==> config.mk <==
export PLATFORM = sky130hd
export DESIGN_NAME = io_timer_port
export DESIGN_NICKNAME = d
export VERILOG_FILES = /design/src/rtl/io_timer_port.sv
export SDC_FILE = /design/constraint.sdc
export NUM_CORES = 1
export LEC_CHECK = 0
export BUFFER_PORTS_ARGS = -buffer_cell sky130_fd_sc_hd__buf_2
export CORE_ASPECT_RATIO = 1.75
export CORE_UTILIZATION = 40
export CTS_CLUSTER_DIAMETER = 120
export CTS_CLUSTER_SIZE = 40
export DETAILED_ROUTE_END_ITERATION = 10
export GPL_ROUTABILITY_DRIVEN = 0
export PLACE_DENSITY = 0.59
export SYNTH_ARGS = -nofsm -noshare
export SYNTH_HDL_FRONTEND = slang
export SYNTH_SLANG_ARGS = --single-unit
==> constraint.sdc <==
create_clock -name clk -period 2.8 [get_ports clk]
set_input_delay 0.42 -clock clk [delete_from_list [all_inputs] [get_ports clk]]
set_output_delay 0.42 -clock clk [all_outputs]
set_load 0.1 [all_outputs]
==> src/rtl/io_timer_port.sv <==
module io_timer_port #(
  parameter int DW  = 8,
  parameter int PCW = 6,
  parameter int TW  = 14
) (
  input  logic           clk,
  input  logic           rst_n,
  input  logic           ale,
  input  logic           rd_n,
  input  logic           wr_n,
  input  logic [DW-1:0]  ad_in,
  output logic [DW-1:0]  ad_out,
  output logic           ad_oe,
  input  logic [DW-1:0]  pa_in,
  output logic [DW-1:0]  pa_out,
  output logic           pa_oe,
  input  logic [DW-1:0]  pb_in,
  output logic [DW-1:0]  pb_out,
  output logic           pb_oe,
  input  logic [PCW-1:0] pc_in,
  output logic [PCW-1:0] pc_out,
  output logic           pc_oe,
  input  logic           cnt_tick,
  output logic           tmr_out
);
  localparam int HW       = TW - DW;
  localparam int DONE_BIT = 6;

  logic [2:0]    addr_q;
  logic [2:0]    dir_q;
  logic [DW-1:0] pa_q, pb_q;
  logic [PCW-1:0] pc_q;
  logic [TW-1:0] ld_cnt, act_len, cur;
  logic [1:0]    ld_mode, act_mode;
  logic          run, stop_tc, start_q, done;

  wire wr_en   = !wr_n;
  wire rd_en   = !rd_n;
  wire wr_cmd  = wr_en && addr_q == 3'd0;
  wire [1:0] op = ad_in[DW-1:DW-2];
  wire tc      = run && cnt_tick && cur == TW'(1);
  wire go_now  = wr_cmd && op == 2'b11 && (!run || tc);
  wire go_tc   = tc && start_q;

  always_ff @(posedge clk) begin
    if (!rst_n) begin
      addr_q <= '0;
      dir_q  <= '0;
      pa_q   <= '0;
      pb_q   <= '0;
      pc_q   <= '0;
    end else begin
      if (ale) addr_q <= ad_in[2:0];
      if (wr_en) begin
        case (addr_q)
          3'd0: dir_q <= ad_in[2:0];
          3'd1: pa_q  <= ad_in;
          3'd2: pb_q  <= ad_in;
          3'd3: pc_q  <= ad_in[PCW-1:0];
          default: ;
        endcase
      end
    end
  end

  always_ff @(posedge clk) begin
    if (wr_en && addr_q == 3'd4) ld_cnt[DW-1:0] <= ad_in;
    if (wr_en && addr_q == 3'd5) begin
      ld_cnt[TW-1:DW] <= ad_in[HW-1:0];
      ld_mode         <= ad_in[DW-1:DW-2];
    end
    if (go_now || go_tc) begin
      cur      <= ld_cnt;
      act_len  <= ld_cnt;
      act_mode <= ld_mode;
    end else if (run && cnt_tick) begin
      cur <= tc ? act_len : cur - TW'(1);
    end
  end

  always_ff @(posedge clk) begin
    if (!rst_n) begin
      run     <= 1'b0;
      stop_tc <= 1'b0;
      start_q <= 1'b0;
      done    <= 1'b0;
    end else begin
      if (rd_en && addr_q == 3'd0) done <= 1'b0;
      if (tc) begin
        done <= 1'b1;
        if (start_q) start_q <= 1'b0;
        else if (stop_tc || !act_mode[0]) begin
          run     <= 1'b0;
          stop_tc <= 1'b0;
        end
      end
      if (wr_cmd) begin
        case (op)
          2'b01: begin
            run     <= 1'b0;
            stop_tc <= 1'b0;
            start_q <= 1'b0;
          end
          2'b10: if (run) begin
            stop_tc <= 1'b1;
            start_q <= 1'b0;
          end
          2'b11: if (run && !tc) begin
            start_q <= 1'b1;
            stop_tc <= 1'b0;
          end else begin
            run     <= 1'b1;
            start_q <= 1'b0;
            stop_tc <= 1'b0;
          end
          default: ;
        endcase
      end
    end
  end

  assign tmr_out = !run ? 1'b1 :
                   act_mode[1] ? (cur != TW'(1)) : (cur > (act_len >> 1));

  assign pa_oe  = dir_q[0];
  assign pb_oe  = dir_q[1];
  assign pc_oe  = dir_q[2];
  assign pa_out = pa_q;
  assign pb_out = pb_q;
  assign pc_out = pc_q;
  assign ad_oe  = rd_en && rst_n;

  always_comb begin
    ad_out = '0;
    case (addr_q)
      3'd0: ad_out[DONE_BIT] = done;
      3'd1: ad_out = pa_oe ? pa_q : pa_in;
      3'd2: ad_out = pb_oe ? pb_q : pb_in;
      3'd3: ad_out[PCW-1:0] = pc_oe ? pc_q : pc_in;
      3'd4: ad_out = cur[DW-1:0];
      3'd5: ad_out = {act_mode, cur[TW-1:DW]};
      default: ;
    endcase
  end
endmodule

==> Word-level counts from Yosys, hierarchy flattened <==
Cells that the tools add are included.
{ "totals": {"register_bits": 78, "in_bits": 36, "word_cells": 85} }
{ "op_classes": {"n_addsub": 1, "magnitude_cmp": 1, "n_eq_ne": 10, "n_mux": 30, "n_bitwise": 1, "reduce_logical": 27} }
{ "ops": {"columns": ["op", "n"], "rows": [
  ["2-to-1 mux 14 bit", 3],
  ["case mux 6 bit (5 select lines)", 1],
  ["2-to-1 mux 1 bit", 18],
  ["2-to-1 mux 8 bit", 2],
  ["== test 14 x 1 -> 1 bit, second input constant", 1],
  ["> comparator 14 x 13 -> 1 bit", 1],
  ["inequality test 14 x 1 -> 1 bit, second input constant", 1],
  ["subtractor 14 x 1 -> 14 bit, second input constant", 1],
  ["logical AND 1 bit", 11],
  ["AND reduction 2 bit", 4],
  ["== test 3 x 2 -> 1 bit, second input constant", 2],
  ["== test 3 bit, second input constant", 2],
  ["2-to-1 mux 6 bit", 1],
  ["logical NOT 1 bit", 5],
  ["case mux 1 bit (5 select lines)", 1],
  ["== test 2 bit, second input constant", 2],
  ["case mux 1 bit (2 select lines)", 2],
  ["case mux 1 bit (4 select lines)", 1],
  ["nonzero test 2 bit", 2],
  ["== test 3 x 1 -> 1 bit, second input constant", 1],
  ["logical NOT 3 bit", 1],
  ["logical OR 1 bit", 3],
  ["case mux 1 bit (3 select lines)", 1],
  ["== test 2 x 1 -> 1 bit, second input constant", 1],
  ["other kinds (2)", 2]
]} }

==> Depth between registers and ports, before layout <==
Gate-level depths: netlist of run 1.
{ "depth": {"depth_word": 8, "depth_mapped": 8, "depth_no_buf": 8} }

==> Least setup slack after synthesis of run 1 <==
OpenSTA, ideal clock, no wires.
{ "synth_path": {"kind": "register -> output", "from": "register dir_q[1]", "to": "output port ad_out[6]", "arrival_ns": 3.942, "slack_ns": -1.562, "stages_incl_launch_ff": 6, "path_cell_list": "dfxtp_1 -> clkbuf_1 -> mux2i_1 -> a211oi_1 -> a21oi_1 -> o21ai_0"} }
{ "synth_via": {"elab_chain_len": 2} }
{ "synth_lines": {"columns": ["item", "line_no", "rtl"], "rows": [
  ["from (decl)", "30", "logic [2:0] dir_q;"],
  ["from (signal assigned)", "56", "3'd0: dir_q <= ad_in[2:0];"],
  ["2-to-1 mux 8 bit", "138", "3'd2: ad_out = pb_oe ? pb_q : pb_in;"],
  ["case mux 1 bit (5 select lines)", "135", "case (addr_q)"],
  ["to (decl)", "12", "output logic [DW-1:0] ad_out,"]
]} }
No other way between the ends.

==> Worst setup path in the final report of run 1 <==
{ "layout_path": {"from": "register cur[11]", "to": "output port tmr_out"} }
{ "layout_via": {"elab_chain_len": 3} }
{ "layout_lines": {"columns": ["item", "line_no", "rtl"], "rows": [
  ["from (decl)", "33", "logic [TW-1:0] ld_cnt, act_len, cur;"],
  ["from (signal assigned)", "73", "cur <= ld_cnt;"],
  ["from (signal assigned)", "77", "cur <= tc ? act_len : cur - TW'(1);"],
  ["> comparator 14 x 13 -> 1 bit / inequality test 14 x 1 -> 1 bit (equally long branches)", "123", "act_mode[1] ? (cur != TW'(1)) : (cur > (act_len >> 1));"],
  ["2-to-1 mux 1 bit (*)", "123", null],
  ["2-to-1 mux 1 bit (*)", "122", "assign tmr_out = !run ? 1'b1 :"],
  ["to (decl)", "24", "output logic tmr_out"]
]} }
Every way passes the cells marked *; elsewhere a longest branch is shown, timed or not.

==> results.tsv, run 1 <==
stage	metric	value	unit
run_status	status	complete, but fails checks	
run_status	failing checks	setup timing	
routing	DRC	0	
worst_setup_path	CP peak stage delay	0.54	ns
global_routing	largest net degree at the start of global routing	33	
worst_setup_path	critical-path cell list	ha_4 > nand2_2 > or4b_4 > a21oi_4 > a2111oi_4 > o311ai_4 > buf_12	
global_routing	antenna violations before repair	0	
sta	unrepaired setup endpoints after global routing	true	
clocking	CTS Buf Count	9	
finish	Nets	563	
synth	Yosys reg bits	78	
worst_setup_path	CP Capture Type	output pin	
floorplanning	die width	79.8	um
finish	Layout Utilization	51.9	%
worst_setup_path	critical path peak fanout	3	
synth	net count after synthesis	471	
worst_setup_path	WS Path Type	reg2out	
worst_hold_path	Hold Path Class	in2reg	
pwr	share of power burned in registers	44.7	%
routing	Final ANT Viol Nets	0	
sta	clk_skew	0.00603	ns
floorplanning	I/O pins	71	
global_routing	first-pass GRT wire length	20.1	mm
worst_setup_path	worst path arrival time	2.44	ns
placed_design	# port buffers	70	
routing	wire length per cell	19.9	um
sta	fin crit share	102	%
routing	Vias	3589	
synth	Yosys warning count	0	
pwr	clock group share of total power	38.8	%
clocking	clock-pin slew of the registers on the worst-case setup and hold paths	0.06	ns
finish	antenna cells	0	
sta	min cycle time layout	2.86	ns
synth	top-count cell post-synth	nand2_1	
routing	Pre-antenna DRT Iters	4	
synth	predominant post-synthesis flop cell	edfxtp_1	
routing	DRT iter0 DRCs	203	
global_routing	all-layer global routing usage	24.7	%
synth	Post-synth EDFFs	46	
clocking	Root Buffer	clkbuf_16	
synth	mean post-synth cell area	10.1	um2
sta	fin worst setup slack	-0.0614	ns
sta	final hold vios	0	
routing	vias per std cell	5.57	
pwr	logic gate share of total power	16.5	%
sta	hold_ws	0.359	ns
finish	share of layout cells above drive strength 1	30.0	%
synth	synth top area cells	edfxtp_1, dfxtp_1, mux2i_1	
clocking	CTS Hold Bufs	0	
floorplanning	Core Rows	49	
global_routing	grt peak-use layer	met2	
worst_setup_path	Worst setup SP type	flip-flop	
floorplanning	die height	138	um
sta	Slew HR	51.4	%
worst_setup_path	WP data required	2.38	ns
pwr	Net Switching	866	uW
synth	Distinct cells, synth	63	
synth	share of the synthesized area in the top cell type	32.6	%
synth	register area share after synthesis	47.7	%
global_routing	GR Util met3	3.23	%
pwr	Int Pwr	2020	uW
pwr	sw frac	30.0	%
job	# Max-Cap Violations	0	
clocking	CTS tree	done	
global_routing	met1 Resource Use GR	25.2	%
global_routing	Congestion Overflow GR	0	
worst_setup_path	CP max-delay cell	or4b_4	
synth	leading area contributor after synthesis	edfxtp_1	
clocking	worst-skew pair later-pin latency	0.34	ns
finish	Area growth, synth to finish	26.0	%
routing	wirelength, routed	12.8	mm
pwr	Leakage	0.00208	uW
floorplanning	core area	10300	um2
synth	most frequent cells after synthesis	nand2_1, edfxtp_1, dfxtp_1	
placed_design	post-DP HPWL	10.1	mm
floorplanning	die area	11000	um2
clocking	H-tree lvl count	3	
global_routing	vias in the first global route	3639	
pwr	PD cells	541	nW/um2
sta	FMAX	0.349	GHz
clocking	CTS max path bufs	2	
global_routing	met2 usage	47.1	%
sta	Least-Margin Pin Slew	0.724	ns
synth	Synth Instances	420	
synth	ys async rst share	0	%
sta	endpoints failing setup	1	
pwr	IR Drop Worst-Case VDD	0.000407	V
sta	Pins Over Slew Limit	0	
floorplanning	initial core utilization	41.2	%
synth	Synth Cell Area	4240	um2
clocking	clk sink count	78	
==> layout make-up <==
type	instances	area (um2)
Fill cell	977	4960
Clock buffer	10	239
Tap cell	127	159
Timing Repair Buffer	101	613
Sequential cell	78	2030
Inverter	21	78.8
Multi-Input combinational cell	301	2180
Clock inverter	6	46.3
==> critical path, delay by kind of cell, from the launching register on <==
| family | cells | cell delay (ns) |
|---|---|---|
| AO/OA/AOI/OAI | 3 | 0.56 |
| adder cells (fa/ha/maj) | 1 | 0.31 |
| buffers and inverters | 1 | 0.21 |
| flip-flops | 1 | 0.44 |
| AND/OR/NAND/NOR | 2 | 0.59 |
==> per-layer routing <==
layer  vias to the layer above  part of all wire (%)
met4                         0                   3.8
met5                         -                     0
met3                        24                   2.9
met2                        90                    58
met1                      1756                    35
li1                       1719                     -
==> cell usage in the layout (no fill, tap or decap), types with 7 or more instances in the layout <==
cell type	instances
mux2i_1	30
buf_2	68
nand2_1	63
o22ai_1	8
a21oi_1	17
a21boi_0	18
buf_4	30
ha_1	10
o221a_1	7
nor2_1	22
dfxtp_1	29
edfxtp_1	46
o21ai_0	15
inv_1	16
nand3_1	9
clkbuf_16	9
nor2b_1	8
xor2_1	7
==> worst paths after layout <==
check / from / to / slack (ns) / cells past startpoint
max reg2reg: cur[1]$_DFFE_PP_ / cur[2]$_DFFE_PP_ / 0.28 / 7
min reg2reg: ld_mode[1]$_DFFE_PP_ / act_mode[1]$_DFFE_PP_ / 0.42 / 0
min: ad_in[4] / ld_cnt[12]$_DFFE_PP_ / 0.36 / 1
max: cur[11]$_DFFE_PP_ / tmr_out / -0.06 / 7
==> through the flow <==
step	setup WS (ns)	power [uW]	instances	cell area [um2]	setup TNS, ns
after global routing	-0.153	2980	644	5340	-0.153
final	-0.0614	2890	644	5340	-0.0614
after detailed placement	0.198	1780	624	4930	0
after global placement	0.252	1780	624	4930	0
after CTS	-0.0405	2890	640	5230	-0.0405
after floorplan	-0.169	1640	420	4290	-0.169
==> power by group through the flow <==
stage | sequential (uW) | combinational (uW) | clock [uW]
6_report | 1290 | 477 | 1120
5_1_grt | 1300 | 505 | 1170
4_1_cts | 1290 | 469 | 1140
3_5_place_dp | 1310 | 466 | 0
3_3_place_gp | 1310 | 464 | 0
2_1_floorplan | 1360 | 275 | 0
==> kinds of logic after synthesis <==
logic type	Yosys count	synth area share [%]
flip-flops	78	47.7
AO/OA/AOI/OAI	102	16.9
AND/OR/NAND/NOR	143	17.6
adder cells (fa/ha/maj)	15	4.43
buffers and inverters	41	4.01
multiplexers	31	7.35
XOR/XNOR	10	2.07
==> state kept, by name, indices dropped and copies added (netlist names), 3 cells and up <==
name	flops
pa_out	8
cur	14
pc_out	6
dir_q	3
ld_cnt	14
pb_out	8
addr_q	3
act_len	14
==> timing repair <==
item,in CTS,in global routing
pin swaps,2,6
setup buffers,0,4
setup endpoints to repair,1,2
resized for setup,2,13
No activity file was read; power rests on OpenSTA's default activity.
==> run 2: changes to the inputs <==
SKIP_CTS_REPAIR_TIMING = 1   (was not set)
==> run 2 against run 1 <==
Effect of this change: the flow still finishes with violations (setup timing); cell count increased by 0.16%; sequential power about the same; clock skew about the same; global-route usage about the same; register-to-register slack about the same; utilization increased by 0.073 points; design area increased by 0.14%; via count decreased by 0.70%; clock power about the same; die area unchanged; critical endpoint unchanged; largest power group unchanged; highest routed layer unchanged.
==> results.tsv, run 2 (synthesis results as in run 1) <==
stage	metric	value	unit	change
worst_hold_path	Hold Path Class	in2reg		
routing	Final ANT Viol Nets	0		unchanged
pwr	Net Switching	870	uW	+0.47%
sta	final hold vios	0		unchanged
placed_design	post-DP HPWL	10.1	mm	unchanged
sta	min cycle time layout	2.83	ns	-0.0333 ns
global_routing	Congestion Overflow GR	0		unchanged
routing	DRT iter0 DRCs	216		+6.4%
worst_setup_path	WP data required	2.38	ns	about the same
global_routing	antenna violations before repair	0		unchanged
pwr	PD cells	541	nW/um2	about the same
pwr	sw frac	30.1	%	+0.090 points
worst_setup_path	worst path arrival time	2.41	ns	-0.03 ns
placed_design	# port buffers	70		unchanged
pwr	Final Total Pwr	2890	uW	+0.17%
run_status	failing checks	setup timing		
clocking	CTS tree	done		
finish	largest registers	act_len (14), cur (14), ld_cnt (14)		
pwr	Leakage	0.00209	uW	+0.31%
floorplanning	I/O pins	71		unchanged
clocking	Root Buffer	clkbuf_16		
floorplanning	die height	138	um	unchanged
routing	Vias	3564		-0.70%
clocking	CTS max path bufs	2		unchanged
clocking	clock-pin slew of the registers on the worst-case setup and hold paths	0.06	ns	about the same
pwr	IR Drop Worst-Case VDD	0.000410	V	+0.73%
pwr	clock group share of total power	38.9	%	about the same
finish	share of layout cells above drive strength 1	29.9	%	-0.058 points
sta	FMAX	0.354	GHz	+1.2%
run_status	status	complete, but fails checks		
clocking	worst-skew pair later-pin latency	0.34	ns	about the same
finish	commonest non-fill, non-tap cell in the layout	buf_2		
finish	Design Area, Final	5350	um2	+0.14%
sta	fin worst setup slack	-0.0280	ns	+0.0333 ns
worst_setup_path	CP Capture Type	output pin		
worst_setup_path	critical path peak fanout	3		unchanged
global_routing	largest net degree at the start of global routing	33		unchanged
global_routing	first-pass GRT wire length	20.1	mm	-0.10%
pwr	share of power burned in registers	44.6	%	about the same
placed_design	pre-CTS setup slack	0.198	ns	unchanged
sta	endpoints failing setup	1		unchanged
sta	fin crit share	101	%	-1.2 points
job	# Max-Cap Violations	0		unchanged
worst_setup_path	WS Path Type	reg2out		
sta	hold_ws	0.360	ns	+0.000502 ns
placed_design	area of placed instances	4930	um2	unchanged
sta	Slew HR	51.9	%	+0.49 points
floorplanning	initial core utilization	41.2	%	unchanged
finish	antenna cells	0		unchanged
global_routing	vias in the first global route	3640		+0.027%
floorplanning	die area	11000	um2	unchanged
finish	most frequent cells in the layout	buf_2, nand2_1, edfxtp_1		
sta	clk_skew	0.00608	ns	+0.0000513 ns
finish	Nets	564		+0.18%
floorplanning	core area	10300	um2	unchanged
worst_setup_path	Worst setup SP type	flip-flop		
sta	Least-Margin Pin Slew	0.716	ns	-0.00732 ns
clocking	H-tree lvl count	3		unchanged
clocking	CTS Buf Count	9		unchanged
sta	unrepaired setup endpoints after global routing	true		
clocking	clk sink count	78		unchanged
routing	vias per std cell	5.53		-0.85%
global_routing	all-layer global routing usage	24.7	%	-0.027 points
sta	Pins Over Slew Limit	0		unchanged
routing	wirelength, routed	12.8	mm	-0.22%
finish	Area growth, synth to finish	26.2	%	
floorplanning	die width	79.8	um	unchanged
routing	wire length per cell	19.8	um	-0.37%
pwr	Int Pwr	2020	uW	about the same
routing	Pre-antenna DRT Iters	4		unchanged
pwr	logic gate share of total power	16.5	%	about the same
floorplanning	Core Rows	49		unchanged
sta	setup TNS	-0.0280	ns	+0.0333 ns
routing	DRC	0		unchanged
==> run 2: per-stage QoR <==
step                      cells  utilization (%)
after floorplan             420                -
after global placement      624             47.8
after detailed placement    624             47.8
after CTS                   640             50.6
after global routing        645             51.9
final                       645             51.9
==> run 2: critical path, cell delays in order, from the launching register on <==
cell and delay, ns:
edfxtp_1 0.43, ha_4 0.31, nand2_2 0.05, or4b_4 0.55, a21oi_4 0.16, a2111oi_4 0.09
o311ai_4 0.26, buf_12 0.21
==> run 2: area by class of cell <==
| type | instances | area, um2 |
|---|---|---|
| Sequential cell | 78 | 2030 |
| Timing Repair Buffer | 102 | 621 |
| Fill cell | 976 | 4950 |
| Tap cell | 127 | 159 |
| Multi-Input combinational cell | 301 | 2180 |
| Clock inverter | 6 | 46.3 |
| Clock buffer | 10 | 239 |
| Inverter | 21 | 78.8 |
==> run 2: per-layer routing <==
layer	part of all wire [%]	vias up	wire length [um]	track usage [%]
li1	-	1719	-	-
met1	35	1721	4500	25.2
met2	58	97	7400	47.1
met3	2.9	27	365	3.23
met4	4.1	0	522	12.4
met5	0	-	0	0
==> run 2: path summary, 6_finish.rpt <==
kind | slack (ns) | from | cells after the start | end
setup / recovery | -0.03 | cur[11]$_DFFE_PP_ | 7 | tmr_out
hold / removal | 0.36 | ad_in[4] | 1 | ld_cnt[12]$_DFFE_PP_
setup reg to reg | 0.27 | cur[1]$_DFFE_PP_ | 7 | cur[2]$_DFFE_PP_
hold reg to reg | 0.42 | ld_mode[1]$_DFFE_PP_ | 0 | act_mode[1]$_DFFE_PP_
==> run 2: power by group through the flow <==
stage	clock network, uW	registers [uW]	logic [uW]
6_report	1130	1290	478
5_1_grt	1170	1300	506
4_1_cts	1140	1290	467
3_5_place_dp	0	1310	466
3_3_place_gp	0	1310	464
2_1_floorplan	0	1360	275
==> run 3: changes to the inputs <==
CTS_CLUSTER_DIAMETER = 100   (was 120)
PLACE_DENSITY = not set   (was 0.59)
PLACE_DENSITY_LB_ADDON = 0.3   (was not set)
==> run 3 against run 2 <==
Effect of this change: the flow still finishes with violations (setup timing); die area unchanged; critical path depth unchanged; total power rose by 0.86%; routed wire length rose by 2.3%; utilization fell by 0.60 points; clock skew hardly changed; sequential cell count did not move; combinational power about the same; non-clock buffer count fell by 3; fmax fell by 0.47%; critical path type unchanged.
==> results.tsv, run 3 (synthesis results as in run 1) <==
stage	metric	value	unit	change
run_status	status	complete, but fails checks		
run_status	failing checks	setup timing		
sta	min cycle time layout	2.84	ns	+0.0135 ns
finish	Design Area, Final	5290	um2	-1.1%
floorplanning	die width	79.8	um	unchanged
worst_setup_path	reg2reg end	cur[2]$_DFFE_PP_		
placed_design	area of placed instances	4930	um2	about the same
worst_setup_path	CP Capture Type	output pin		
pwr	share of power burned in registers	44.2	%	-0.4 points
floorplanning	die height	138	um	unchanged
global_routing	vias in the first global route	3836		+5.4%
routing	DRT iter0 DRCs	360		+67%
worst_hold_path	WHS Endpoint	ld_cnt[11]$_DFFE_PP_		
pwr	IR Drop Worst-Case VDD	0.000405	V	-1.1%
routing	Pre-antenna DRT Iters	5		+1
pwr	Int Pwr	2050	uW	+1.5%
sta	final hold vios	0		unchanged
finish	Area growth, synth to finish	24.8	%	
pwr	logic gate share of total power	16.4	%	about the same
global_routing	antenna violations before repair	1		+1
finish	Layout Utilization	51.3	%	-0.60 points
placed_design	post-DP HPWL	10.2	mm	+1.0%
worst_hold_path	hold path start	ad_in[3]		
sta	Slew HR	58.9	%	+7.1 points
pwr	PD cells	552	nW/um2	+2.0%
sta	Least-Margin Pin Slew	0.611	ns	-0.105 ns
routing	Vias	3700		+3.8%
floorplanning	Core Rows	49		unchanged
worst_setup_path	R2R cell count	6		-1
sta	fin worst setup slack	-0.0415	ns	-0.0135 ns
worst_setup_path	CP max-delay cell	or4b_4		
pwr	Leakage	0.00208	uW	-0.49%
floorplanning	core area	10300	um2	unchanged
worst_hold_path	Worst Hold Depth	1		unchanged
worst_setup_path	critical-path cell list	ha_4 > nand4_1 > or4b_4 > a21oi_4 > a2111oi_4 > o311ai_4 > buf_12		
sta	endpoints failing setup	1		unchanged
sta	Pins Over Slew Limit	0		unchanged
worst_setup_path	WP data required	2.38	ns	about the same
routing	DRC	0		unchanged
worst_setup_path	critical path peak fanout	2		-1
global_routing	GR Util met3	3.30	%	+0.066 points
clocking	CTS Buf Count	9		unchanged
job	# Max-Cap Violations	0		unchanged
floorplanning	initial core utilization	41.2	%	unchanged
worst_hold_path	Hold Path Class	in2reg		
routing	Final ANT Viol Nets	0		unchanged
global_routing	met1 Resource Use GR	25.8	%	+0.60 points
worst_setup_path	Worst R2R Setup Slack	0.31	ns	+0.04 ns
routing	wire length per cell	20.4	um	+2.8%
pwr	sw frac	29.6	%	-0.45 points
clocking	worst-skew pair later-pin latency	0.34	ns	about the same
placed_design	# port buffers	70		unchanged
worst_setup_path	Worst setup SP type	flip-flop		
global_routing	grt peak-use layer	met2		
sta	clk_skew	0.00597	ns	-0.000106 ns
worst_setup_path	worst path arrival time	2.42	ns	about the same
sta	unrepaired setup endpoints after global routing	true		
clocking	clk sink count	78		unchanged
worst_setup_path	crit path launch	cur[8]$_DFFE_PP_		
routing	vias per std cell	5.76		+4.3%
clocking	CTS tree	done		
floorplanning	I/O pins	71		unchanged
finish	commonest non-fill, non-tap cell in the layout	buf_2		
pwr	clock group share of total power	39.4	%	+0.5 points
sta	fin crit share	101	%	+0.48 points
worst_setup_path	CP peak stage delay	0.52	ns	-0.03 ns
finish	largest registers	act_len (14), cur (14), ld_cnt (14)		
global_routing	largest net degree at the start of global routing	33		unchanged
routing	wirelength, routed	13.1	mm	+2.3%
global_routing	first-pass GRT wire length	20.6	mm	+2.7%
clocking	H-tree lvl count	3		unchanged
clocking	Root Buffer	clkbuf_16		
clocking	CTS max path bufs	2		unchanged
finish	Nets	561		-0.53%
finish	antenna cells	0		unchanged
global_routing	met2 usage	46.7	%	-0.40 points
worst_setup_path	WS Path Type	reg2out		
pwr	Net Switching	865	uW	-0.64%
floorplanning	die area	11000	um2	unchanged
finish	most frequent cells in the layout	buf_2, nand2_1, edfxtp_1		
sta	FMAX	0.352	GHz	-0.47%
global_routing	Congestion Overflow GR	0		unchanged
finish	share of layout cells above drive strength 1	28.3	%	-1.6 points
clocking	clock-pin slew of the registers on the worst-case setup and hold paths	0.06	ns	about the same
worst_setup_path	Critical R2R Launch	cur[3]$_DFFE_PP_		
global_routing	all-layer global routing usage	25.4	%	+0.68 points
## run 3: area by class of cell
cell class | instances | area, um2
repair buffers | 99 | 598
well taps | 127 | 159
fillers | 952 | 5010
inverters | 21 | 78.8
flip-flops and latches | 78 | 2030
multi-input cells | 301 | 2130
clock buffers | 11 | 254
clock inverters | 5 | 38.8
## run 3: worst max path at each step
stage | endpoint | slack (ns) | depth (start not counted)
after floorplan | tmr_out | -0.17 | 6
after global placement | tmr_out | 0.26 | 7
after detailed placement | tmr_out | 0.21 | 7
after CTS | tmr_out | -0.15 | 7
after global routing | tmr_out | -0.12 | 8
final | tmr_out | -0.04 | 7
## run 3: routing by layer
layer	up-vias	share of wire, %
met1	1750	34
met4	0	6.2
met3	55	4.7
met5	-	0
li1	1717	-
met2	178	55
## run 3: worst max-delay path: cells and delay by family (launching register included)
| kind | cells | cell delay, ns |
|---|---|---|
| fa+ha+maj | 1 | 0.29 |
| buf+inv | 1 | 0.21 |
| compound gates | 3 | 0.51 |
| simple gates | 2 | 0.64 |
| flops | 1 | 0.43 |
## run 3: power by group through the flow
stage	combinational, uW	sequential [uW]	clock (uW)
final	480	1290	1150
after detailed placement	471	1310	0
after global placement	466	1310	0
after global routing	507	1290	1200
after floorplan	275	1360	0
after CTS	473	1290	1150
## run 3: through the flow
step | hold slack [ns] | setup slack [ns] | total power, uW | setup TNS [ns] | std cells
floorplan | 0.400 | -0.169 | 1640 | -0.169 | 420
global placement | 0.403 | 0.258 | 1780 | 0 | 624
detailed placement | 0.408 | 0.214 | 1780 | 0 | 624
CTS | 0.348 | -0.151 | 2920 | -0.151 | 640
global route | 0.363 | -0.116 | 3000 | -0.116 | 642
finish | 0.351 | -0.0415 | 2920 | -0.0415 | 642
